## src/rtl/mdio_pkg.sv

```systemverilog
package mdio_pkg;

  localparam int FRAME_BITS = 64;
  localparam int CR_W       = 3;

  typedef enum logic [1:0] {ST_IDLE, ST_TICK, ST_ADDR, ST_XFER} seq_t;

  // Half period of the management clock, in core cycles, per clock-range code
  function automatic logic [7:0] mdc_half(input logic [CR_W-1:0] code);
    case (code)
      3'd0: mdc_half = 8'd8;
      3'd1: mdc_half = 8'd13;
      3'd2: mdc_half = 8'd21;
      3'd3: mdc_half = 8'd31;
      3'd4: mdc_half = 8'd51;
      3'd5: mdc_half = 8'd62;
      3'd6: mdc_half = 8'd102;
      default: mdc_half = 8'd162;
    endcase
  endfunction

  // Full management frame, first bit on the wire in the MSB
  function automatic logic [FRAME_BITS-1:0] make_frame(
      input logic c45, input logic [1:0] opc, input logic [4:0] port,
      input logic [4:0] regdev, input logic [15:0] payload);
    make_frame = {32'hFFFF_FFFF, 1'b0, ~c45, opc, port, regdev, 2'b10, payload};
  endfunction

endpackage

```

## src/rtl/mdio_clkgen.sv

```systemverilog
module mdio_clkgen #(
  parameter int DIV_W = 8
) (
  input  logic             clk,
  input  logic             rst_n,
  input  logic             run,
  input  logic [DIV_W-1:0] half,
  output logic             mdc,
  output logic             rise,
  output logic             fall
);
  logic [DIV_W-1:0] cnt;
  logic             mdc_q;
  logic             wrap;

  assign wrap = run && (cnt == half - 1'b1);
  assign rise = wrap && !mdc_q;
  assign fall = wrap && mdc_q;
  assign mdc  = mdc_q;

  always_ff @(posedge clk or negedge rst_n) begin
    if (!rst_n) begin
      cnt   <= '0;
      mdc_q <= 1'b0;
    end else if (!run) begin
      cnt   <= '0;
      mdc_q <= 1'b0;
    end else if (wrap) begin
      cnt   <= '0;
      mdc_q <= ~mdc_q;
    end else begin
      cnt <= cnt + 1'b1;
    end
  end

  // with no activity the clock rests low
  p_idle_low_r1: assert property (@(posedge clk) disable iff (!rst_n)
    !run |=> !mdc);

endmodule

```

## src/rtl/mdio_frame_tx.sv

```systemverilog
module mdio_frame_tx #(
  parameter int FW = 64
) (
  input  logic          clk,
  input  logic          rst_n,
  input  logic          start,
  input  logic [FW-1:0] frame,
  input  logic          rd_frame,
  input  logic          rise,
  input  logic          fall,
  input  logic          mdio_i,
  output logic          mdio_o,
  output logic          mdio_oe,
  output logic          done,
  output logic [15:0]   rdata
);
  localparam int IW       = $clog2(FW);
  localparam int TA_POS   = FW - 18;
  localparam int DATA_POS = FW - 16;

  logic [FW-1:0] sh;
  logic [IW-1:0] bidx;
  logic          act;
  logic          rd_q;
  logic [15:0]   rsh;
  logic          last;

  assign last    = (bidx == IW'(FW - 1));
  assign done    = act && fall && last;
  assign mdio_o  = act ? sh[FW-1] : 1'b1;
  assign mdio_oe = act && !(rd_q && (bidx >= IW'(TA_POS)));
  assign rdata   = rsh;

  always_ff @(posedge clk or negedge rst_n) begin
    if (!rst_n) begin
      sh   <= '1;
      bidx <= '0;
      act  <= 1'b0;
      rd_q <= 1'b0;
      rsh  <= '0;
    end else if (start) begin
      sh   <= frame;
      bidx <= '0;
      act  <= 1'b1;
      rd_q <= rd_frame;
    end else if (act) begin
      if (rise && rd_q && (bidx >= IW'(DATA_POS)))
        rsh <= {rsh[14:0], mdio_i};
      if (fall) begin
        if (last) begin
          act <= 1'b0;
        end else begin
          bidx <= bidx + 1'b1;
          sh   <= {sh[FW-2:0], 1'b1};
        end
      end
    end
  end

  // the pin is released only inside a read frame
  p_release_read_r5: assert property (@(posedge clk) disable iff (!rst_n)
    (act && !mdio_oe) |-> rd_q);

endmodule

```

## src/rtl/mdio_master.sv

```systemverilog
module mdio_master
  import mdio_pkg::*;
#(
  parameter int DIV_W = 8
) (
  input  logic        clk,
  input  logic        rst_n,
  input  logic        csr_we,
  input  logic        csr_addr,
  input  logic [31:0] csr_wdata,
  output logic [31:0] csr_rdata,
  output logic        mdc,
  output logic        mdio_o,
  output logic        mdio_oe,
  input  logic        mdio_i
);
  localparam int FW    = FRAME_BITS;
  localparam int CR_LO = 8;
  localparam int RA_LO = 16;
  localparam int PA_LO = 21;

  seq_t        state;
  logic [31:0] ctl_q;
  logic [31:0] dat_q;

  logic             active, launch, go_busy, first_addr;
  logic             cmd_c45, cmd_rd;
  logic [4:0]       cmd_pa, cmd_ra;
  logic [1:0]       acc_op;
  logic [DIV_W-1:0] half_w;
  logic             mdc_rise, mdc_fall;
  logic             tx_start, tx_rd, tx_done;
  logic [FW-1:0]    tx_frame;
  logic [15:0]      rx_data;

  assign active  = (state != ST_IDLE);
  assign launch  = csr_we && !csr_addr && !active;
  assign go_busy = launch && csr_wdata[0];

  // Command fields come from the incoming word in the launch cycle
  assign cmd_c45 = launch ? csr_wdata[1] : ctl_q[1];
  assign cmd_rd  = launch ? (csr_wdata[3:2] == 2'b11) : (ctl_q[3:2] == 2'b11);
  assign cmd_pa  = launch ? csr_wdata[PA_LO +: 5] : ctl_q[PA_LO +: 5];
  assign cmd_ra  = launch ? csr_wdata[RA_LO +: 5] : ctl_q[RA_LO +: 5];
  assign acc_op  = cmd_c45 ? (cmd_rd ? 2'b11 : 2'b01) : (cmd_rd ? 2'b10 : 2'b01);

  assign first_addr = go_busy && cmd_c45;
  assign tx_start   = go_busy || (state == ST_ADDR && tx_done);
  assign tx_rd      = first_addr ? 1'b0 : cmd_rd;
  assign tx_frame   = first_addr
                    ? make_frame(1'b1, 2'b00, cmd_pa, cmd_ra, dat_q[31:16])
                    : make_frame(cmd_c45, acc_op, cmd_pa, cmd_ra, dat_q[15:0]);

  assign half_w    = DIV_W'(mdc_half(ctl_q[CR_LO +: CR_W]));
  assign csr_rdata = csr_addr ? dat_q : ctl_q;

  mdio_clkgen #(.DIV_W(DIV_W)) u_clk (
    .clk  (clk),
    .rst_n(rst_n),
    .run  (active),
    .half (half_w),
    .mdc  (mdc),
    .rise (mdc_rise),
    .fall (mdc_fall)
  );

  mdio_frame_tx #(.FW(FW)) u_tx (
    .clk     (clk),
    .rst_n   (rst_n),
    .start   (tx_start),
    .frame   (tx_frame),
    .rd_frame(tx_rd),
    .rise    (mdc_rise),
    .fall    (mdc_fall),
    .mdio_i  (mdio_i),
    .mdio_o  (mdio_o),
    .mdio_oe (mdio_oe),
    .done    (tx_done),
    .rdata   (rx_data)
  );

  always_ff @(posedge clk or negedge rst_n) begin
    if (!rst_n) begin
      state <= ST_IDLE;
      ctl_q <= '0;
      dat_q <= '0;
    end else begin
      if (csr_we && csr_addr && !active)
        dat_q <= csr_wdata;
      unique case (state)
        ST_IDLE: if (launch) begin
          ctl_q <= csr_wdata;
          if (csr_wdata[0]) state <= csr_wdata[1] ? ST_ADDR : ST_XFER;
          else              state <= ST_TICK;
        end
        ST_TICK: if (mdc_fall) state <= ST_IDLE;
        ST_ADDR: if (tx_done) state <= ST_XFER;
        ST_XFER: if (tx_done) begin
          state    <= ST_IDLE;
          ctl_q[0] <= 1'b0;
          if (cmd_rd) dat_q[15:0] <= rx_data;
        end
        default: state <= ST_IDLE;
      endcase
    end
  end

  // data pin moves only together with a falling management clock
  p_mdio_on_fall_r6: assert property (@(posedge clk) disable iff (!rst_n)
    (mdio_o != $past(mdio_o)) |-> (!mdc && $past(mdc)));

  // busy cannot drop without the access frame finishing
  p_busy_hold_r2: assert property (@(posedge clk) disable iff (!rst_n)
    (ctl_q[0] && !tx_done) |=> ctl_q[0]);

  // busy implies a frame sequence is running
  p_busy_state_r2: assert property (@(posedge clk) disable iff (!rst_n)
    ctl_q[0] |-> (state == ST_ADDR || state == ST_XFER));

  // the pin is never driven outside a frame, the lone pulse included
  p_oe_quiet_r8: assert property (@(posedge clk) disable iff (!rst_n)
    mdio_oe |-> (state == ST_ADDR || state == ST_XFER));

  // writes during activity leave the stored fields alone
  p_ignore_r9: assert property (@(posedge clk) disable iff (!rst_n)
    (active && csr_we) |=> ($stable(ctl_q[31:1]) && $stable(dat_q[31:16])));

endmodule

```

## config.mk

```make
export PLATFORM = sky130hd
export DESIGN_NAME = mdio_master
export DESIGN_NICKNAME = d
export VERILOG_FILES = /design/src/rtl/mdio_pkg.sv /design/src/rtl/mdio_clkgen.sv /design/src/rtl/mdio_frame_tx.sv /design/src/rtl/mdio_master.sv
export SDC_FILE = /design/constraint.sdc
export NUM_CORES = 1
export LEC_CHECK = 0
export BUFFER_PORTS_ARGS = -buffer_cell sky130_fd_sc_hd__buf_2
export CAP_MARGIN = 0
export CORE_MARGIN = 8
export CORE_UTILIZATION = 62
export CTS_CLUSTER_SIZE = 24
export DETAILED_ROUTE_END_ITERATION = 7
export PLACE_DENSITY = 0.91
export SLEW_MARGIN = 20
export SYNTH_ARGS = -nofsm -noshare
export SYNTH_HDL_FRONTEND = slang
export SYNTH_SLANG_ARGS = --single-unit
```

## constraint.sdc

```tcl
create_clock -name clk -period 5.35 [get_ports clk]
set_input_delay 0.535 -clock clk [delete_from_list [all_inputs] [get_ports clk]]
set_output_delay 0.535 -clock clk [all_outputs]
set_load 0.005 [all_outputs]
```

==> impl_metrics.ini, run 1 <==
[status]
outcome = complete, no violations

[placed_design]
place_inst = 887
place.port_buffers = 71
hpwl_um = 12070
gp_congestion = 0.9125

[hold_path]
hold_class = in2async

[worst_setup_path]
cp.arrival_ps = 4340
required_ps = 5660
endpoint_kind = flop
ff2ff_path_depth = 10
r2r_start = ctl_q[8]
start_kind = flop
r2r_setup_slack_ps = 1320
crit_fanout = 18
critPathKind = reg2reg
r2r_end = u_tx.rdata[13]

[synthesis]
synthArstFlopShare = 1.000
syn_area_um2 = 7843
synth-seq-area-share = 0.5303
ys.flop_type = dfrtp_1
synth_edf_count = 0
netlist-cell-type-count = 59
ys_warn_count = 0
synthesis.nets = 725
ys_top_cells_by_area = dfrtp_1 (32%), dfstp_2 (21%), mux2_2 (17%)
yosys-top-cells-count = nand2_1 (120), mux2_2 (118), dfrtp_1 (99)
synth_top_area_cell = dfrtp_1
synth.most_common_cell = nand2_1
synth-seq-cells = 163
synth_cells = 685
yosysTopAreaCellShare = 0.3159
syn_area_per_cell_um2 = 11.45

[power_and_ir_drop]
p_per_area_nw_per_um2 = 413.3
power.leakage_nw = 4.167
swShare = 0.2781
power.switching_mw = 1.021
pwr-share-seq = 0.486
p_int_mw = 2.651
power_frac_comb = 0.162
pwr-share-clk = 0.352
irDropWorstVdd_mv = 0.2510

[routing]
routedWlPerCell_um = 20.27
drtIter0Drc = 627
drc = 0
drtPass1Iterations = 5
num_vias = 5700
vias_per_cell = 6.202
routed_wirelength_um = 18630
ant_nets = 0

[global_route]
grt_start_max_net_pins = 98
grt_pass1_vias = 5858
grt_pass1_wl_um = 30230
antenna_found_initial = 0
grt_overflow = 0
grt_util_all_layers = 0.2346

[timing]
tightestPinTransition_ps = 970.2
slew_viol_final = 0
min_period_ps = 4029
finalSetupTns_ps = 0
rsz0062_at_grt = no
hold_viol_final = 0
finalCritPeriodShare = 0.7532
slew_headroom = 0.3532
setup_viol_count_final = 0
fmax_mhz = 248.2
hold_slack_ps = 191.7
skew_ps = 8.820

[layout]
area_delta_synth_final_pct = 13.32
multi_input_area_um2 = 3445
fillers = 784
nets = 774
n_antenna_cell = 0
finalNonFillerCells = 919
ff_latch_area_um2 = 4159
layout-drive-gt1-share = 0.4284

[floorplanning]
die_y_um = 128.5
fp.coreArea_um2 = 12470
die_w_um = 128.5
dieArea_um2 = 16500
initial_utilization = 0.6291
ioPinCount = 72
core.rowCount = 41

[clock_tree]
cts_root_buf = clkbuf_16
ctsHtreeMaxLevel = 4
cts_hold_buf = 0
cts_buffer_depth = 2
clock_sinks = 163
cts_resized = 0
post_cts_buffers = 0
cts_buffers = 17
cts_tree = done
path_clk_slew_ps = 60
clk_latency_ps = 430

[flow_run]
drv_cap = 0
==> worst max-delay path, cell delays in order (launching register included) <==
cell     delay (ps)
dfrtp_1         550
nor2_1          320
xor2_1          200
ha_1            320
xor2_1          190
o21ai_0         260
o311a_1         290
nand2_2         180
nor2_4          220
or4b_1          900
mux2_4          470
==> metal layers <==
metal  vias up  global-route usage  wire length (um)
met5         -                   0                 0
met2       246              0.3959              9429
met4         0              0.1245               674
li1       2511                   -                 -
met3        53             0.05130               976
met1      2890              0.2761              7551
==> cell usage in the layout (no fill, tap or decap), drive strengths merged, types with 7 or more instances in the layout <==
master    n
a21bo     8
a21oi    29
a221o    19
a22oi     8
and3      7
buf      79
clkbuf   21
dfrtp    99
dfstp    64
inv       8
mux2    128
nand2   121
nand2b    7
nand3    46
nor2     21
o21ai     7
xnor2     7
xor2      8
==> worst max-delay path by stage <==
stage,startpoint,to,slack (ps),cells after the start
2_1_floorplan,ctl_q[9],u_tx.rdata[10],2190,13
3_3_place_gp,ctl_q[8],u_tx.bidx[4],1490,10
3_5_place_dp,ctl_q[8],u_tx.bidx[4],1310,10
4_1_cts,ctl_q[8],u_tx.bidx[4],1280,10
5_1_grt,ctl_q[8],u_tx.sh[31],1100,11
6_report,ctl_q[8],u_tx.rdata[13],1320,10
==> state kept, by name, summed over array words and instances, names as in the netlist <==
register and flops:
u_tx.rd_q 1, ctl_q 32, state 2, u_clk.cnt 8, u_tx.bidx 6, u_tx.act 1, dat_q 32, u_tx.sh 64
u_tx.rdata 16, u_clk.mdc 1
==> layout make-up <==
type	count	area share
Sequential cell	163	0.4680
Multi-Input combinational cell	468	0.3876
Clock buffer	21	0.05420
Timing Repair Buffer	79	0.04744
Tap cell	172	0.02422
Clock inverter	11	0.01647
Inverter	5	0.002112
==> stage by stage <==
stage,total power [mW],area [um^2],utilization,setup slack [ps]
3_5_place_dp,2.380,8250,0.6618,1315
4_1_cts,3.679,8879,0.7122,1281
3_3_place_gp,2.305,8250,0.6618,1490
5_1_grt,3.829,8887,0.7129,1100
6_report,3.673,8887,0.7129,1321
2_1_floorplan,2.192,7843,-,2191
==> cell families after synthesis <==
| family | synth area share |
|---|---|
| xor gates and xnor gates | 0.01978 |
| adders and majority gates | 0.004787 |
| muxes | 0.1899 |
| AOI/OAI and AO/OA | 0.08711 |
| DFF | 0.5303 |
| buffers and inverters | 0.03366 |
| and+or+nand+nor | 0.1345 |
==> power groups by stage <==
stage	logic (mW)	clock network [mW]	registers, mW
4_1_cts	0.595	1.30	1.78
3_5_place_dp	0.583	0	1.80
6_report	0.596	1.29	1.78
5_1_grt	0.663	1.35	1.82
3_3_place_gp	0.536	0	1.77
2_1_floorplan	0.468	0	1.72
Note: power is estimated with default switching activity, not from simulation.
==> run 2, diff against run 1 <==
--- a/config.mk
+++ b/config.mk
@@ -5,13 +5,14 @@
 export SDC_FILE = /design/constraint.sdc
 export NUM_CORES = 1
 export LEC_CHECK = 0
+export ABC_AREA = 1
 export BUFFER_PORTS_ARGS = -buffer_cell sky130_fd_sc_hd__buf_2
 export CAP_MARGIN = 0
 export CORE_MARGIN = 8
-export CORE_UTILIZATION = 62
+export CORE_UTILIZATION = 60
 export CTS_CLUSTER_SIZE = 24
 export DETAILED_ROUTE_END_ITERATION = 7
-export PLACE_DENSITY = 0.91
+export PLACE_DENSITY = 0.88
 export SLEW_MARGIN = 20
 export SYNTH_ARGS = -nofsm -noshare
 export SYNTH_HDL_FRONTEND = slang
==> constraint.sdc (replaced) <==
create_clock -name clk -period 4 [get_ports clk]
set_input_delay 0.4 -clock clk [delete_from_list [all_inputs] [get_ports clk]]
set_output_delay 0.4 -clock clk [all_outputs]
set_load 0.005 [all_outputs]
==> run 2 against run 1 <==
Wire length up 2.4%; combinational power down 84%; cell count up 34%; die area up 3.7%; utilization down 2.8 points; register-to-register slack worse by 590 ps; clock power up 31%.
==> impl_metrics.ini, run 2 <==
[synthesis]
synth_edf_count = 0
netlist-cell-type-count = 35
yosysTopAreaCellShare = 0.3132
syn_area_um2 = 7910
synth_top_area_cell = dfrtp_1
syn_area_per_cell_um2 = 7.926
ys_top_cells_by_area = dfrtp_1 (31%), dfstp_2 (21%), nand2_1 (16%)
ys.flop_type = dfrtp_1
yosys-top-cells-count = nand2_1 (344), o21ai_0 (128), inv_1 (110)
synth-seq-area-share = 0.5258
synth_cells = 998
synthArstFlopShare = 1.000
synth-seq-cells = 163
synthesis.nets = 1038
ys_warn_count = 0
synth.most_common_cell = nand2_1

[global_route]
grt_util_all_layers = 0.2394
grt_pass1_wl_um = 32300
grt_pass1_vias = 6833
grt_start_max_net_pins = 106
antenna_found_initial = 0
grt_overflow = 0

[routing]
routed_wirelength_um = 19070
drtPass1Iterations = 5
ant_nets = 0
num_vias = 6890
routedWlPerCell_um = 15.43
vias_per_cell = 5.574
drc = 0
drtIter0Drc = 617

[power_and_ir_drop]
irDropWorstVdd_mv = 0.3427
power.leakage_nw = 4.376
p_per_area_nw_per_um2 = 383.2

[worst_setup_path]
critPathKind = reg2reg
start_kind = flop
required_ps = 4320
endpoint_kind = flop
r2r_setup_slack_ps = 730
ff2ff_path_depth = 17
r2r_start = ctl_q[8]
crit_fanout = 17
r2r_end = dat_q[4]
cp.arrival_ps = 3580

[clock_tree]
path_clk_slew_ps = 60
cts_root_buf = clkbuf_16
cts_buffers = 17
clock_sinks = 163
ctsHtreeMaxLevel = 4
cts_hold_buf = 0
cts_resized = 0
cts_tree = done
post_cts_buffers = 0
cts_buffer_depth = 2
clk_latency_ps = 430

[layout]
regMostFlops = u_tx.sh
nets = 1087
largest_reg_flops = 64
area_delta_synth_final_pct = 13.29
final_cell_mix = nand2_1 (342), o21ai_0 (128), inv_1 (109)
fillers = 974
final_cell_area_um2 = 8961
layout-drive-gt1-share = 0.1943
layout_commonest_cell = nand2_1
n_antenna_cell = 0
fin_util = 0.6848
reg_top3 = u_tx.sh x64, ctl_q x32, dat_q x32

[timing]
setup_viol_count_final = 0
tightestPinTransition_ps = 941.5
slew_viol_final = 0
skew_ps = 10.74
slew_headroom = 0.3723
finalCritPeriodShare = 0.8170
rsz0062_at_grt = no
min_period_ps = 3268
hold_slack_ps = 77.89
fmax_mhz = 306.0
hold_viol_final = 0
finalSetupTns_ps = 0
final.setup.worst_slack_ps = 731.9

[floorplanning]
core.rowCount = 42
die_y_um = 130.8
fp.coreArea_um2 = 13090
ioPinCount = 72
die_w_um = 130.8
initial_utilization = 0.6045
dieArea_um2 = 17110

[placed_design]
place_area_um2 = 8335
gp_congestion = 0.9196
hpwl_um = 12140
place.port_buffers = 71
place_ws_ps = 571.7

[status]
outcome = complete, no violations

[flow_run]
drv_cap = 0

[hold_path]
hold_class = in2async
==> run 2: layout make-up <==
type,count,area [um^2],share of cell area
clock buffers,18,429.2,0.04789
clock inverters,14,177.7,0.01983
inverters,115,435.4,0.04859
multi-input cells,668,3095,0.3454
flip-flops and latches,163,4159,0.4641
well taps,176,220.2,0.02457
repair buffers,81,436.7,0.04873
repair inverters,1,7.507,0.0008378
==> run 2: kinds of logic (layout without fill, tap and decap cells) <==
group | after synthesis | after routing | share of synthesized area
buffers and inverters | 167 | 229 | 0.08573
flip-flops | 163 | 163 | 0.5258
AO/OA/AOI/OAI | 163 | 163 | 0.1060
adder cells (fa/ha/maj) | 3 | 3 | 0.004746
multiplexers | 14 | 14 | 0.01993
AND/OR/NAND/NOR | 485 | 485 | 0.2545
XOR/XNOR | 3 | 3 | 0.003322
==> run 2: where the power goes <==
part | switching [mW] | internal [mW]
registers | 0 | 1.65
logic | 0.0653 | 0.0293
clock network | 0.697 | 0.991
total | 0.762 | 2.67
==> run 2: worst max-delay path by stage <==
stage / slack (ps) / to / startpoint / cells past startpoint
after floorplan: 1490 / dat_q[5] / ctl_q[8] / 20
after global placement: 670 / u_tx.sh[29] / ctl_q[8] / 19
after detailed placement: 570 / u_tx.sh[0] / ctl_q[8] / 19
after CTS: 500 / u_tx.sh[8] / ctl_q[8] / 18
after global routing: 310 / u_tx.sh[0] / ctl_q[8] / 19
final: 730 / dat_q[4] / ctl_q[8] / 17
==> run 2: routing by layer <==
layer | part of all wire | vias to the layer above | routed length [um] | GRT usage
li1 | - | 3268 | - | -
met4 | 0.032 | 0 | 612 | 0.1033
met2 | 0.49 | 298 | 9292 | 0.3947
met3 | 0.063 | 59 | 1195 | 0.05073
met5 | 0 | - | 0 | 0
met1 | 0.42 | 3265 | 7969 | 0.2996
==> run 2: stage by stage <==
step | power, mW | instances
after detailed placement | 1.775 | 1203
after global routing | 3.527 | 1236
after global placement | 1.774 | 1203
after floorplan | 1.706 | 998
final | 3.434 | 1236
after CTS | 3.447 | 1235
==> run 2: worst max-delay path, cell delays in order (launching register included) <==
cell     delay (ps)
dfrtp_1         490
inv_1           130
nand2_2         110
nand2_1          70
nand2_1          80
ha_1            220
inv_1            90
nand2_1          80
nand2_1          50
nand3_1          80
and2_1          180
nand4_1         110
nor2_2          150
nand3_2         140
nor3_4          590
nand3_4         360
nand2_1         170
nand2_1          60
==> run 3, diff against run 2 <==
--- a/config.mk
+++ b/config.mk
@@ -9,10 +9,10 @@
 export BUFFER_PORTS_ARGS = -buffer_cell sky130_fd_sc_hd__buf_2
 export CAP_MARGIN = 0
 export CORE_MARGIN = 8
-export CORE_UTILIZATION = 60
+export CORE_UTILIZATION = 54
 export CTS_CLUSTER_SIZE = 24
 export DETAILED_ROUTE_END_ITERATION = 7
-export PLACE_DENSITY = 0.88
+export PLACE_DENSITY = 0.84
 export SLEW_MARGIN = 20
 export SYNTH_ARGS = -nofsm -noshare
 export SYNTH_HDL_FRONTEND = slang
==> constraint.sdc (replaced) <==
create_clock -name clk -period 2.7 [get_ports clk]
set_input_delay 0.27 -clock clk [delete_from_list [all_inputs] [get_ports clk]]
set_output_delay 0.27 -clock clk [all_outputs]
set_load 0.005 [all_outputs]
==> run 3 against run 2 <==
The run now ends with negative setup slack left; die area up 9.7%; highest routed layer unchanged; wire length up 8.1%; critical path type unchanged; clock power up 47%; critical endpoint is now u_tx.sh[29].
==> impl_metrics.ini, run 3 (synthesis results as in run 2) <==
[clock_tree]
cts_buffer_depth = 2
cts_buffers = 17
clk_latency_ps = 440
path_clk_slew_ps = 60
cts_tree = done
clock_sinks = 163
ctsHtreeMaxLevel = 4
cts_root_buf = clkbuf_16

[placed_design]
place.port_buffers = 71
gp_congestion = 0.9403
hpwl_um = 12200
place_inst = 1231

[layout]
n_antenna_cell = 0
area_delta_synth_final_pct = 21.05
nets = 1126
reg_top3 = u_tx.sh x64, ctl_q x32, dat_q x32
regMostFlops = u_tx.sh
layout_commonest_cell = nand2_1
largest_reg_flops = 64
finalNonFillerCells = 1283
layout-drive-gt1-share = 0.2575
final_cell_mix = nand2_1 (319), o21ai_0 (126), inv_1 (107)

[global_route]
grt_overflow = 0
antenna_found_initial = 0
grt_pass1_vias = 6641
grt_util_all_layers = 0.2117
grt_pass1_wl_um = 31660
grt_start_max_net_pins = 71

[hold_path]
hold_path_end = ctl_q[29]
worstHoldPathCells = 3
hp-start = csr_wdata[29]
hold_class = in2reg

[worst_setup_path]
ff2ff_path_depth = 22
cp.arrival_ps = 3210
crit_fanout = 5
r2r_setup_slack_ps = -140
endpoint_kind = flop
start_kind = flop
r2r_end = u_tx.sh[29]
r2r_start = ctl_q[9]
cp-startpoint = ctl_q[9]
critPathKind = reg2reg
required_ps = 3070

[floorplanning]
ioPinCount = 72
core.rowCount = 44
die_y_um = 137.0
die_w_um = 137.0
initial_utilization = 0.5484
fp.coreArea_um2 = 14420
dieArea_um2 = 18780

[timing]
fmax_mhz = 352.0
slew_headroom = 0.4596
tightestPinTransition_ps = 809.8
hold_viol_final = 0
skew_ps = 6.956
rsz0062_at_grt = yes
hold_slack_ps = 96.58
setup_viol_count_final = 54
final.setup.worst_slack_ps = -140.9
slew_viol_final = 0
min_period_ps = 2841
finalSetupTns_ps = -3382
finalCritPeriodShare = 1.052

[status]
outcome = finished, violations left
violations = negative setup slack

[routing]
drtIter0Drc = 748
ant_nets = 0
drtPass1Iterations = 5
num_vias = 7154
routedWlPerCell_um = 16.07
routed_wirelength_um = 20610
vias_per_cell = 5.576
drc = 0

[power_and_ir_drop]
p_per_area_nw_per_um2 = 529.4
power.leakage_nw = 4.640
irDropWorstVdd_mv = 0.3747
power.total_mw = 5.069

[flow_run]
drv_cap = 0
-- run 3: per-stage QoR --
step	setup slack [ps]	util	instance area [um^2]
3_5_place_dp	-233.2	0.5899	8508
4_1_cts	4.446	0.6418	9258
5_1_grt	-262.1	0.6639	9575
6_report	-140.9	0.6639	9575
3_3_place_gp	-83.89	0.5899	8508
2_1_floorplan	189.7	-	7910
-- run 3: layout make-up --
class / count / area (um^2)
multi-input combinational: 670 / 3263
sequential: 163 / 4161
clock buffer: 24 / 525.5
timing repair buffer: 119 / 875.8
clock inverter: 8 / 83.83
tap: 184 / 230.2
inverter: 115 / 435.4
fill: 1100 / 4848
-- run 3: metal layers --
metal	vias to the layer above	GRT usage	part of all wire
li1	3353	-	-
met4	0	0.09716	0.036
met1	3408	0.2649	0.41
met5	-	0	0
met2	325	0.3397	0.48
met3	68	0.05213	0.067
-- run 3: worst max path at each step --
stage                        endpoint  slack [ps]  cells after the start
after floorplan              dat_q[5]         190                     20
after global placement    u_tx.sh[24]         -80                     18
after detailed placement  u_tx.sh[13]        -230                     18
after CTS                  u_tx.sh[0]           4                     21
after global routing      u_tx.sh[29]        -260                     20
final                     u_tx.sh[29]        -140                     22
-- run 3: worst max-delay path: stages (launching register included) --
cell and delay [ps]:
dfrtp_2 440, inv_2 80, nand2_2 60, nand2_2 70, nand2_2 70, ha_4 280, inv_2 30, nand2_2 70
nand2_2 60, nor2_2 120, nand3_1 70, nor2_1 120, nand4_1 170, nor2_2 160, nand4_1 170, buf_4 190
buf_4 120, buf_4 120, buf_4 120, nand3_2 70, nand2_1 70, nand2_2 50, nand2_1 40
-- run 3: what timing repair did --
item                                   4_1_cts  5_1_grt
buffers inserted                            10        4
cloned                                       1        4
pin swaps                                    4       19
gates resized for setup                     13       60
hold buffers                                 1        0
endpoints found under the hold margin       40        0
setup endpoints to repair                   64      107
-- run 3: where the power goes --
group	leakage, nW	internal, mW	switching, mW	total [mW]
Clock	0.293	1.47	1.01	2.48
Sequential	2.02	2.45	0	2.45
Combinational	2.33	0.0463	0.0965	0.143
Total	4.64	3.96	1.11	5.07
